`config.mk`:
```
export PLATFORM = sky130hd
export DESIGN_NAME = dkc_ctrl
export DESIGN_NICKNAME = d
export VERILOG_FILES = /design/src/rtl/dkc_pkg.sv /design/src/rtl/dkc_cmd_decode.sv /design/src/rtl/dkc_addr_regs.sv /design/src/rtl/dkc_status_reg.sv /design/src/rtl/dkc_ctrl.sv
export SDC_FILE = /design/constraint.sdc
export NUM_CORES = 1
export LEC_CHECK = 0
export ABC_AREA = 0
export ABC_CLOCK_PERIOD_IN_PS = 3650
export BUFFER_PORTS_ARGS = -buffer_cell sky130_fd_sc_hd__clkbuf_2
export CORE_UTILIZATION = 42
export DETAILED_ROUTE_END_ITERATION = 8
export GPL_TIMING_DRIVEN = 0
export PLACE_DENSITY = 0.7
export SLEW_MARGIN = 20
export SYNTH_ARGS = -nofsm -noshare
export SYNTH_HDL_FRONTEND = slang
export SYNTH_SLANG_ARGS = --single-unit
```
`constraint.sdc`:
```
create_clock -name clk -period 3.65 [get_ports clk]
set_clock_uncertainty 0.2 [all_clocks]
set_input_delay 0.1825 -clock clk [delete_from_list [all_inputs] [get_ports clk]]
set_output_delay 0.1825 -clock clk [all_outputs]
set_load 0.03 [all_outputs]
```
`src/rtl/dkc_pkg.sv`:
```
package dkc_pkg;

    localparam int ST_W  = 18;
    localparam int DA_W  = 17;

    localparam int B_ERR  = 17;
    localparam int B_PAR  = 16;
    localparam int B_ILA  = 15;
    localparam int B_TIM  = 14;
    localparam int B_NRDY = 13;
    localparam int B_DONE = 12;
    localparam int B_IE   = 11;
    localparam int B_BUSY = 10;
    localparam int B_WR   = 9;

    localparam logic [ST_W-1:0] M_LOW   = 18'o000777;
    localparam logic [ST_W-1:0] M_KEEP  = 18'o007000;
    localparam logic [ST_W-1:0] M_FAULT = 18'o360000;
    localparam logic [ST_W-1:0] M_FLAGS = 18'o770000;

    localparam logic [1:0] SUB_A = 2'b00;
    localparam logic [1:0] SUB_B = 2'b01;
    localparam logic [1:0] SUB_C = 2'b10;

    typedef struct packed {
        logic clr_flags;
        logic skip_test;
        logic clr_all;
        logic rd_addr;
        logic rd_stat;
        logic ld_ma;
        logic ld_addr;
        logic ld_wc;
        logic ld_stat;
    } cmd_t;

    typedef struct packed {
        logic done;
        logic parity;
        logic bad_addr;
        logic timing;
        logic not_ready;
    } evt_t;

    function automatic logic [ST_W-1:0] st_normalize(input logic [ST_W-1:0] s);
        logic [ST_W-1:0] r;
        r = s & ~M_LOW;
        r[B_ERR] = |(r & M_FAULT);
        if (r[B_DONE]) r[B_BUSY] = 1'b0;
        return r;
    endfunction

    function automatic logic bcd_digits_ok(input logic [11:0] v);
        logic ok;
        ok = 1'b1;
        for (int d = 0; d < 3; d++) begin
            if (v[d*4 +: 4] > 4'd9) ok = 1'b0;
        end
        return ok;
    endfunction

    function automatic int bcd_value(input logic [11:0] v);
        int r;
        int w;
        r = 0;
        w = 1;
        for (int d = 0; d < 3; d++) begin
            r = r + int'(v[d*4 +: 4]) * w;
            w = w * 10;
        end
        return r;
    endfunction

endpackage

```
`src/rtl/dkc_cmd_decode.sv`:
```
module dkc_cmd_decode
    import dkc_pkg::*;
(
    input  logic       valid_i,
    input  logic [5:0] pulse_i,
    output cmd_t       cmd_o
);
    logic [1:0] sub;
    logic       g_flag, g_read, g_load;

    assign sub    = pulse_i[5:4];
    assign g_flag = valid_i & pulse_i[0];
    assign g_read = valid_i & pulse_i[1];
    assign g_load = valid_i & pulse_i[2];

    always_comb begin
        cmd_o.clr_flags = g_flag & (sub == SUB_A);
        cmd_o.skip_test = g_flag & (sub == SUB_B);
        cmd_o.clr_all   = g_flag & (sub == SUB_C);
        cmd_o.rd_addr   = g_read & (sub == SUB_A);
        cmd_o.rd_stat   = g_read & (sub == SUB_B);
        cmd_o.ld_ma     = g_read & (sub == SUB_C);
        cmd_o.ld_addr   = g_load & (sub == SUB_A);
        cmd_o.ld_wc     = g_load & (sub == SUB_B);
        cmd_o.ld_stat   = g_load & (sub == SUB_C);
    end
endmodule

```
`src/rtl/dkc_addr_regs.sv`:
```
module dkc_addr_regs
    import dkc_pkg::*;
#(
    parameter int MA_W    = 15,
    parameter int WC_W    = 16,
    parameter int TRACKS  = 200,
    parameter int SECTORS = 80
) (
    input  logic            clk,
    input  logic            rst,
    input  logic            ld_addr_i,
    input  logic            ld_ma_i,
    input  logic            ld_wc_i,
    input  logic [DA_W-1:0] acc_i,
    output logic [DA_W-1:0] da_o,
    output logic [MA_W-1:0] ma_o,
    output logic [WC_W-1:0] wc_o,
    output logic            addr_bad_o
);
    localparam int TRK_W = 9;
    localparam int SEC_W = DA_W - TRK_W;

    logic [11:0] trk_bcd, sec_bcd;
    logic        addr_ok;

    assign trk_bcd = {{(12-TRK_W){1'b0}}, acc_i[DA_W-1:SEC_W]};
    assign sec_bcd = {{(12-SEC_W){1'b0}}, acc_i[SEC_W-1:0]};

    always_comb begin
        addr_ok = bcd_digits_ok(trk_bcd) && bcd_digits_ok(sec_bcd) &&
                  (bcd_value(trk_bcd) < TRACKS) && (bcd_value(sec_bcd) < SECTORS);
    end

    assign addr_bad_o = ld_addr_i & ~addr_ok;

    always_ff @(posedge clk) begin
        if (rst) begin
            da_o <= '0;
            ma_o <= '0;
            wc_o <= '0;
        end else begin
            if (ld_addr_i && addr_ok) da_o <= acc_i;
            if (ld_ma_i) ma_o <= acc_i[MA_W-1:0];
            if (ld_wc_i) wc_o <= acc_i[WC_W-1:0];
        end
    end
endmodule

```
`src/rtl/dkc_status_reg.sv`:
```
module dkc_status_reg
    import dkc_pkg::*;
(
    input  logic            clk,
    input  logic            rst,
    input  logic            clr_flags_i,
    input  logic            skip_test_i,
    input  logic            clr_all_i,
    input  logic            ld_stat_i,
    input  logic            addr_bad_i,
    input  evt_t            evt_i,
    input  logic [ST_W-1:0] acc_i,
    output logic [ST_W-1:0] stat_o,
    output logic [ST_W-1:0] stat_mid_o,
    output logic            skip_o,
    output logic            start_o,
    output logic            cancel_o
);
    logic [ST_W-1:0] stat_q, stage, nxt;

    always_comb begin
        stage = stat_q;
        stage[B_DONE] = stage[B_DONE] | evt_i.done;
        stage[B_PAR]  = stage[B_PAR]  | evt_i.parity;
        stage[B_ILA]  = stage[B_ILA]  | evt_i.bad_addr;
        stage[B_TIM]  = stage[B_TIM]  | evt_i.timing;
        stage[B_NRDY] = stage[B_NRDY] | evt_i.not_ready;
        stage = st_normalize(stage);
        if (clr_flags_i) stage = stage & ~M_FLAGS;
        if (clr_all_i)   stage = '0;
        nxt = stage;
        if (addr_bad_i) nxt[B_ILA] = 1'b1;
        if (ld_stat_i)  nxt = (nxt & M_KEEP) ^ (acc_i & ~M_LOW);
        nxt = st_normalize(nxt);
    end

    assign stat_mid_o = stage;
    assign skip_o     = skip_test_i & (stage[B_ERR] | stage[B_DONE]);
    assign start_o    = ld_stat_i & nxt[B_BUSY];
    assign cancel_o   = ld_stat_i & ~nxt[B_BUSY];
    assign stat_o     = stat_q;

    always_ff @(posedge clk) begin
        if (rst) stat_q <= '0;
        else     stat_q <= nxt;
    end
endmodule

```
`src/rtl/dkc_ctrl.sv`:
```
module dkc_ctrl
    import dkc_pkg::*;
#(
    parameter int MA_W    = 15,
    parameter int WC_W    = 16,
    parameter int TRACKS  = 200,
    parameter int SECTORS = 80
) (
    input  logic             clk,
    input  logic             rst,
    input  logic             iot_valid,
    input  logic [5:0]       iot_pulse,
    input  logic [17:0]      acc_in,
    output logic [17:0]      acc_out,
    output logic             io_skip,
    input  logic             eng_done,
    input  logic             eng_parity,
    input  logic             eng_bad_addr,
    input  logic             eng_timing,
    input  logic             eng_not_ready,
    output logic [17:0]      status,
    output logic             irq,
    output logic             xfer_start,
    output logic             xfer_cancel,
    output logic [16:0]      disk_addr,
    output logic [MA_W-1:0]  mem_addr,
    output logic [WC_W-1:0]  word_cnt
);
    cmd_t            cmd;
    evt_t            evt;
    logic            addr_bad;
    logic [ST_W-1:0] stat_mid;
    logic [ST_W-1:0] rd_bus;

    assign evt = '{done: eng_done, parity: eng_parity, bad_addr: eng_bad_addr,
                   timing: eng_timing, not_ready: eng_not_ready};

    dkc_cmd_decode u_dec (
        .valid_i (iot_valid),
        .pulse_i (iot_pulse),
        .cmd_o   (cmd)
    );

    dkc_addr_regs #(
        .MA_W(MA_W), .WC_W(WC_W), .TRACKS(TRACKS), .SECTORS(SECTORS)
    ) u_addr (
        .clk        (clk),
        .rst        (rst),
        .ld_addr_i  (cmd.ld_addr),
        .ld_ma_i    (cmd.ld_ma),
        .ld_wc_i    (cmd.ld_wc),
        .acc_i      (acc_in[DA_W-1:0]),
        .da_o       (disk_addr),
        .ma_o       (mem_addr),
        .wc_o       (word_cnt),
        .addr_bad_o (addr_bad)
    );

    dkc_status_reg u_stat (
        .clk         (clk),
        .rst         (rst),
        .clr_flags_i (cmd.clr_flags),
        .skip_test_i (cmd.skip_test),
        .clr_all_i   (cmd.clr_all),
        .ld_stat_i   (cmd.ld_stat),
        .addr_bad_i  (addr_bad),
        .evt_i       (evt),
        .acc_i       (acc_in),
        .stat_o      (status),
        .stat_mid_o  (stat_mid),
        .skip_o      (io_skip),
        .start_o     (xfer_start),
        .cancel_o    (xfer_cancel)
    );

    always_comb begin
        rd_bus = '0;
        if (cmd.rd_addr) rd_bus = rd_bus | {1'b0, disk_addr};
        if (cmd.rd_stat) rd_bus = rd_bus | stat_mid;
    end

    assign acc_out = acc_in | rd_bus;
    assign irq     = (status[B_ERR] | status[B_DONE]) & status[B_IE];
endmodule

```
==> implementation parameters, run 1 <==
Parameter                              Value

Clocking
  Total number of clock tree sinks ... 57
  Clock Tree Root ... clkbuf_8
  CTS tree ... yes
  Number of H-tree branching levels ... 3
  Number of buffers between clock root and the deepest sink ... 2
  Total clock buffers created by CTS ... 9
  Clock latency on the worst-skew pair ... between 300 and 400 ps
  Clock edge transition at the registers on the reported setup and hold paths ... 60 ps

Yosys
  Synthesized cell area ... 3160 sq um
  Flops & latches, synth ... 57
  Leading cell type by number of instances after synthesis ... nand2_1
  Post-synthesis instance total ... just under 400
  Sequential share of the synthesized area ... 0.361
  Distinct cell type count of the synthesized netlist ... between 40 and 50
  Syn Area/Cell ... a little over 8 sq um
  Cell type with the highest aggregate area in the netlist ... dfxtp_1
  Proportion of netlist area held by the largest area contributor ... 0.361
  Top cells by area, synth ... dfxtp_1 (36%), nand2_1 (9.6%), a21oi_1 (8.9%)
  Share of flip-flops with an asynchronous set or reset ... 0
  Top post-synthesis cells by count ... nand2_1 (81), dfxtp_1 (57), a21oi_1 (56)
  Count of flip-flops with a built-in enable after synthesis ... 0
  Most used flip-flop cell after synthesis ... dfxtp_1
  Yosys warnings ... 0

Timing
  Number of slew-limit violations in the final report ... 0
  Final critical delay including setup and external delays ... approximately 3400 ps
  Post-route clock period utilization ... 0.941
  RSZ-0062 raised after global routing ... no
  Max transition margin ... 0.364
  Total count of hold-check failures in the final report ... 0
  Final setup violation count ... 0
  Maximum operating frequency ... 291 MHz
  Setup Total Neg Slack ... 0 ps
  Pin slew with the least headroom to its limit ... roughly 950 ps

Floorplan
  Die Outline Area ... between 7000 and 8000 sq um
  Initial core utilization ... 0.436
  Die boundary height ... ~89 um
  Num ports ... 120
  Placement Rows ... 31
  Area of the core ... 7250 sq um
  Width of the die ... 88.8 um

Worst setup path
  Path depth of the worst reg2reg path ... 6
  Crit Reg-Reg Endpoint ... u_stat.stat_o[10]
  Endpoint class of the critical path ... register
  Top fanout value on the critical path ... 10
  Worst Path Arrival ... 3440 ps
  Reg-to-Reg Start ... u_stat.stat_o[12]
  Crit Path Class ... in -> reg
  Worst path required time ... around 3700 ps
  Type of origin of the critical path ... input pin
  Worst reg2reg setup slack ... about 2200 ps

Detailed routing
  Routed vias ... 3406
  Drt drc ... 0
  Vias per std cell ... roughly 5.4
  Number of iterations in the first detailed-routing pass ... 5
  First DRT Iteration DRCs ... 184
  Post-DRT Antenna Nets ... 0
  WL per Instance ... around 15 um
  Aggregate routed wire length ... approximately 9.7 mm

Place
  Detailed-placement wirelength estimate ... around 7 mm
  Post-placement cell count ... 603
  Final RePlAce weighted congestion ... approximately 0.84
  Number of buffer cells added on primary ports ... 108

Final layout
  Relative area change from synthesis to final layout ... 33.0%
  Final net count ... 582
  Fraction of final layout cells with drive strength greater than 1 ... 0.295
  Antenna diode count ... 0
  Cell Count, Final, Fillers Out ... 632
  Share of the core filled with cells ... 0.580

Min path
  Path class of the lowest-slack min-delay path ... in -> reg
  Hold Path Stages ... 3
  Endpoint with the worst hold slack ... u_addr.ma_o[11]
  HP Start ... acc_in[11]

Pwr
  Clock share of power ... 0.360
  LEAKAGE ... ~1.9 nW
  Switching part of the total ... 0.321
  Peak VDD IR ... roughly 0.19 mV
  Power density over cell area ... between 300 and 400 nW/um^2
  Pwr Total ... approximately 0.0017 W
  Power spent charging and discharging nets ... roughly 0.00053 W
  Share of power burned in registers ... 0.390
  Internal power contribution ... between 0.001 and 0.0015 W
  Logic gate share of total power ... 0.250

Global route
  Largest net degree at the start of global routing ... 11
  Total global routing overflow ... 0
  First-pass GRT wire length ... ~15 mm
  GRT Total Usage ... 0.253
  Number of global-route vias before repair ... just over 3k
  Number of antenna violations at the first check in global routing ... 0

Run status
  Outcome ... finished, final reports clean

Run
  Max-capacitance violation count ... 0
## metal layers
layer,vias to the layer above,track usage,wire (um)
li1,1643,-,-
met1,1591,0.337,4300
met2,153,0.401,4400
met3,19,0.0466,753
met4,0,0.107,207
met5,-,0,0
## cells in the final DEF (no fill, tap or decap), types with 5 or more instances in the layout
master,synthesis,routed
dfxtp_1,57,57
clkbuf_8,0,11
clkbuf_2,0,109
a21o_1,9,9
ha_1,17,17
a21oi_1,56,56
dlygate4sd3_1,0,12
nor2_1,22,22
conb_1,1,9
o31ai_2,10,10
xor2_1,5,5
clkbuf_1,16,16
nand3_1,6,6
buf_4,9,11
inv_1,10,10
nand4_1,19,19
nand2_1,81,81
o31ai_1,8,8
## worst max-delay path, cell delays in order
cell	delay [ps]
clkbuf_2	210
ha_1	340
ha_1	230
fa_1	380
xor2_1	150
ha_1	280
ha_1	340
nand2_1	100
nor2_1	60
o21ai_1	250
o2111ai_4	280
buf_2	310
o31ai_2	210
a21oi_1	100
## how the worst max path moves through the flow
stage / startpoint / to / cells after the start
finish: acc_in[13] / u_addr.da_o[15] / 14
global route: acc_in[13] / u_addr.da_o[15] / 14
CTS: acc_in[13] / u_addr.da_o[15] / 14
detailed placement: acc_in[13] / u_addr.da_o[15] / 14
floorplan: acc_in[13] / u_addr.da_o[10] / 13
global placement: acc_in[13] / u_addr.da_o[15] / 14
## sequential cells by signal, summed over array words and instances (netlist names)
register,cells
u_addr.da_o,17
u_addr.ma_o,15
u_addr.wc_o,16
u_stat.stat_o,9
## logic make-up after synthesis
logic type               Yosys count  share of synthesized area
other                              1                    0.00119
AO/OA/AOI/OAI                    110                      0.236
adder cells (fa/ha/maj)           21                     0.0926
flip-flops                        57                      0.361
AND/OR/NAND/NOR                  147                      0.214
multiplexers                       2                    0.00633
XOR/XNOR                           7                     0.0194
buffers and inverters             43                     0.0700
## layout make-up
cell class	count	area, sq um
clock buffer	12	155
inverter	10	37.5
timing repair buffer	122	676
tap	99	124
multi-input combinational	296	1850
buffer	33	185
fill	711	3050
clock inverter	3	40.0
sequential	57	1140
## power groups by stage
stage | Clock [W] | Sequential, W | Combinational (W)
6_report | 0.000596 | 0.000645 | 0.000413
5_1_grt | 0.000637 | 0.000646 | 0.000453
4_1_cts | 0.000604 | 0.000645 | 0.000396
3_5_place_dp | 0 | 0.000659 | 0.000384
3_3_place_gp | 0 | 0.000659 | 0.000376
2_1_floorplan | 0 | 0.000687 | 0.000243
## timing repair
| action | 4_1_cts | 5_1_grt |
|---|---|---|
| hold buffers | 12 | 0 |
| pin swaps | 0 | 1 |
| buffers inserted | 0 | 2 |
| setup endpoints to repair | 10 | 10 |
| hold endpoints to repair | 28 | 0 |
| resized for setup | 1 | 5 |
## stage by stage
step,setup WS [ps],instance area [sq um],hold WS [ps]
global route,49.1,4210,32.6
detailed placement,-423,3860,189
CTS,95.3,4180,3.13
floorplan,351,3190,63.9
finish,215,4210,24.1
global placement,-283,3860,178
Power figures use the tool's default switching activity.
==> run 2, diff against run 1 <==
--- a/config.mk
+++ b/config.mk
@@ -8,11 +8,13 @@
 export ABC_AREA = 0
 export ABC_CLOCK_PERIOD_IN_PS = 3650
 export BUFFER_PORTS_ARGS = -buffer_cell sky130_fd_sc_hd__clkbuf_2
+export CORE_ASPECT_RATIO = 0.6
 export CORE_UTILIZATION = 42
 export DETAILED_ROUTE_END_ITERATION = 8
 export GPL_TIMING_DRIVEN = 0
-export PLACE_DENSITY = 0.7
+export PLACE_DENSITY = 0.69
 export SLEW_MARGIN = 20
 export SYNTH_ARGS = -nofsm -noshare
 export SYNTH_HDL_FRONTEND = slang
+export SYNTH_HIERARCHICAL = 1
 export SYNTH_SLANG_ARGS = --single-unit
==> implementation parameters, run 2 <==
Parameter                              Value

Clocking
  Clock Tree Root ... clkbuf_16 (was clkbuf_8)
  Clock latency on the worst-skew pair ... 320 ps (was 340 ps)
  Number of buffers between clock root and the deepest sink ... 2 (unchanged)
  CTS tree ... yes (unchanged)
  Total clock buffers created by CTS ... 9 (unchanged)
  Number of H-tree branching levels ... 3 (unchanged)
  Total number of clock tree sinks ... 57 (unchanged)
  Post-CTS setup-driven buffer insertion count ... 0 (unchanged)
  Clock edge transition at the registers on the reported setup and hold paths ... 50 ps (was 60 ps)

Final layout
  Relative area change from synthesis to final layout ... 30.4% (was 33.0%)
  Number of flip-flops under the largest register name ... 17 (unchanged)
  Antenna diode count ... 0 (unchanged)
  Final net count ... 538 (was 582)
  Top library cells by usage in the layout, fill and taps aside ... clkbuf_2 (108), dfxtp_1 (57), nor2_1 (51) (was clkbuf_2 (109), nand2_1 (81), dfxtp_1 (57))
  Number of filler instances in the final layout ... 720 (was 711)
  Most common cell after layout, fill and taps aside ... clkbuf_2 (unchanged)
  Register bank with the most flops ... u_addr/da_o (was u_addr.da_o)
  Regs by FF count ... u_addr/da_o: 17 flops, u_addr/wc_o: 16 flops, u_addr/ma_o: 15 flops (was u_addr.da_o: 17 flops, u_addr.wc_o: 16 flops, u_addr.ma_o: 15 flops)
  Footprint of the flip-flops and latches ... 1140 sq um (unchanged)
  Fraction of final layout cells with drive strength greater than 1 ... 0.359 (was 0.295)
  Area of the multi-input gates ... 1990 sq um (was 1850 sq um)
  Cell Count, Final, Fillers Out ... 594 (was 632)
  Share of the core filled with cells ... 0.584 (was 0.580)

Yosys
  Most used flip-flop cell after synthesis ... dfxtp_1 (unchanged)
  Top cells by area, synth ... dfxtp_1 (34%), mux2i_1 (15%), nand2b_1 (6.5%) (was dfxtp_1 (36%), nand2_1 (9.6%), a21oi_1 (8.9%))
  Syn Area/Cell ... 9.69 sq um (was 8.15 sq um)
  Proportion of netlist area held by the largest area contributor ... 0.339 (was 0.361)
  Sequential share of the synthesized area ... 0.339 (was 0.361)
  Synthesized cell area ... 3360 sq um (was 3160 sq um)
  Post-synthesis instance total ... 347 (was 388)
  Leading cell type by number of instances after synthesis ... dfxtp_1 (was nand2_1)
  Distinct cell type count of the synthesized netlist ... 49 (was 47)
  Flops & latches, synth ... 57 (unchanged)
  Cell type with the highest aggregate area in the netlist ... dfxtp_1 (unchanged)
  Share of flip-flops with an asynchronous set or reset ... 0 (unchanged)
  Top post-synthesis cells by count ... dfxtp_1 (57), nor2_1 (51), mux2i_1 (49) (was nand2_1 (81), dfxtp_1 (57), a21oi_1 (56))
  Count of flip-flops with a built-in enable after synthesis ... 0 (unchanged)
  Yosys warnings ... 6 (was 0)

Floorplan
  Num ports ... 120 (unchanged)
  Die Outline Area ... 8380 sq um (was 7880 sq um)
  Die boundary height ... 71.3 um (was 88.8 um)
  Width of the die ... 118 um (was 88.8 um)
  Area of the core ... 7510 sq um (was 7250 sq um)
  Placement Rows ... 24 (was 31)
  Initial core utilization ... 0.448 (was 0.436)

Worst setup path
  Endpoint of the most critical setup path ... u_addr/da_o[11] (was u_addr.da_o[15])
  Type of origin of the critical path ... input pin (unchanged)
  Reg-to-Reg Start ... u_stat/stat_o[14] (was u_stat.stat_o[12])
  Worst path required time ... 3650 ps (about the same)
  Top fanout value on the critical path ... 10 (unchanged)
  Worst reg2reg setup slack ... 2360 ps (was 2230 ps)
  Path depth of the worst reg2reg path ... 4 (was 6)
  Crit Path Class ... in -> reg (unchanged)
  Start point of the critical path ... acc_in[13] (unchanged)
  Endpoint class of the critical path ... register (unchanged)
  Worst Path Arrival ... 3450 ps (was 3440 ps)
  Crit Reg-Reg Endpoint ... u_stat/stat_o[17] (was u_stat.stat_o[10])

Pwr
  Logic gate share of total power ... 0.205 (was 0.250)
  LEAKAGE ... 1.98 nW (was 1.85 nW)
  Switching part of the total ... 0.297 (was 0.321)
  Internal power contribution ... 0.00123 W (was 0.00112 W)
  Peak VDD IR ... 0.199 mV (was 0.188 mV)
  Clock share of power ... 0.425 (was 0.360)
  Power spent charging and discharging nets ... 0.000518 W (was 0.000531 W)
  Power density over cell area ... 398 nW/um^2 (was 393 nW/um^2)
  Share of power burned in registers ... 0.371 (was 0.390)

Place
  Detailed-placement wirelength estimate ... 7.22 mm (was 7.11 mm)
  Pre-CTS WS ... -171 ps (was -423 ps)
  Number of buffer cells added on primary ports ... 108 (unchanged)
  Post-placement cell count ... 576 (was 603)
  Final RePlAce weighted congestion ... 0.842 (was 0.843)

Timing
  Maximum operating frequency ... 290 MHz (was 291 MHz)
  Final hold slack ... 14.6 ps (was 24.1 ps)
  Final critical delay including setup and external delays ... 3450 ps (was 3430 ps)
  Number of slew-limit violations in the final report ... 0 (unchanged)
  Post-route clock period utilization ... 0.945 (was 0.941)
  RSZ-0062 raised after global routing ... no (unchanged)
  Pin slew with the least headroom to its limit ... 701 ps (was 947 ps)
  Worst-case setup margin in the final layout ... 200 ps (was 215 ps)
  Max transition margin ... 0.533 (was 0.364)
  Total count of hold-check failures in the final report ... 0 (unchanged)
  Setup Total Neg Slack ... 0 ps (unchanged)
  Final setup violation count ... 0 (unchanged)

Detailed routing
  Post-DRT Antenna Nets ... 0 (unchanged)
  First DRT Iteration DRCs ... 202 (was 184)
  Aggregate routed wire length ... 9.30 mm (was 9.65 mm)
  Vias per std cell ... 5.04 (was 5.39)
  WL per Instance ... 15.7 um (was 15.3 um)
  Drt drc ... 0 (unchanged)
  Routed vias ... 2995 (was 3406)
  Number of iterations in the first detailed-routing pass ... 4 (was 5)

Global route
  Total global routing overflow ... 0 (unchanged)
  First-pass GRT wire length ... 15.0 mm (about the same)
  Number of global-route vias before repair ... 2954 (was 3049)
  GRT Total Usage ... 0.234 (was 0.253)
  Number of antenna violations at the first check in global routing ... 0 (unchanged)
  Largest net degree at the start of global routing ... 11 (unchanged)

Run
  Max-capacitance violation count ... 0 (unchanged)

Min path
  HP Start ... acc_in[4] (was acc_in[11])
  Path class of the lowest-slack min-delay path ... in -> reg (unchanged)

Run status
  Outcome ... finished, final reports clean (unchanged)
==> run 2: changes by cell type after synthesis, moves of 17 or more <==
cell / before / now
a21oi_1: 56 / 8
nand2_1: 81 / 5
nor2_1: 22 / 51
nand2b_1: 1 / 35
nand4_1: 19 / 2
mux2i_1: 2 / 49
==> run 2: worst min path at each step <==
stage	end	slack [ps]	depth (start not counted)
final	u_addr/da_o[4]	10	3
after global routing	u_addr/da_o[4]	30	3
after floorplan	u_addr/ma_o[0]	130	2
after global placement	u_addr/wc_o[0]	270	2
after detailed placement	u_addr/wc_o[4]	280	2
after CTS	u_addr/da_o[4]	0.4	3
==> run 2: timing repair <==
action	4_1_cts	5_1_grt
hold buffers	2	0
setup endpoints to repair	0	10
hold endpoints to repair	5	0
resized for setup	0	1
==> run 2: power by group through the flow <==
| stage | Combinational (W) | Clock, W | Sequential [W] |
|---|---|---|---|
| 2_1_floorplan | 0.000219 | 0 | 0.000687 |
| 3_3_place_gp | 0.000340 | 0 | 0.000659 |
| 3_5_place_dp | 0.000350 | 0 | 0.000659 |
| 4_1_cts | 0.000355 | 0.000759 | 0.000646 |
| 5_1_grt | 0.000391 | 0.000787 | 0.000648 |
| 6_report | 0.000357 | 0.000741 | 0.000646 |
==> run 2: critical path, cell delays in order <==
cell	delay (ps)
clkbuf_2	180
ha_1	340
ha_1	240
fa_1	380
xor2_1	160
ha_1	280
ha_1	330
nand4_1	120
o221ai_1	240
xnor2_1	110
nor4b_2	350
nor3b_2	100
buf_6	160
buf_8	160
mux2i_1	120
==> run 2: cells by family (layout without fill, tap and decap cells) <==
kind of cell	count (synthesis)	after routing	share of synthesized area
muxes	49	49	0.146
adders and majority gates	21	21	0.0871
DFF	57	57	0.339
xor gates and xnor gates	7	7	0.0182
and+or+nand+nor	125	125	0.217
buffers and inverters	46	172	0.0885
other	1	18	0.00112
AOI/OAI and AO/OA	41	41	0.103
==> run 2: routing by layer <==
| layer | up-vias | GRT usage | part of all wire |
|---|---|---|---|
| met5 | - | 0 | 0 |
| met4 | 0 | 0.0613 | 0.00097 |
| met3 | 2 | 0.100 | 0.11 |
| met2 | 123 | 0.355 | 0.43 |
| met1 | 1406 | 0.305 | 0.46 |
| li1 | 1464 | - | - |
==> run 2: cell type report <==
| cell class | count | area share |
|---|---|---|
| Multi-Input combinational cell | 261 | 0.454 |
| Sequential cell | 57 | 0.260 |
| Timing Repair Buffer | 110 | 0.128 |
| Buffer | 38 | 0.0610 |
| Clock buffer | 10 | 0.0522 |
| Tap cell | 104 | 0.0297 |
| Clock inverter | 6 | 0.00799 |
| Inverter | 8 | 0.00685 |
==> run 2: stage by stage <==
step,area (sq um),total power [W]
4_1_cts,4380,0.00176
3_5_place_dp,4100,0.00101
5_1_grt,4390,0.00183
6_report,4390,0.00174
3_3_place_gp,4100,0.000998
2_1_floorplan,3430,0.000906
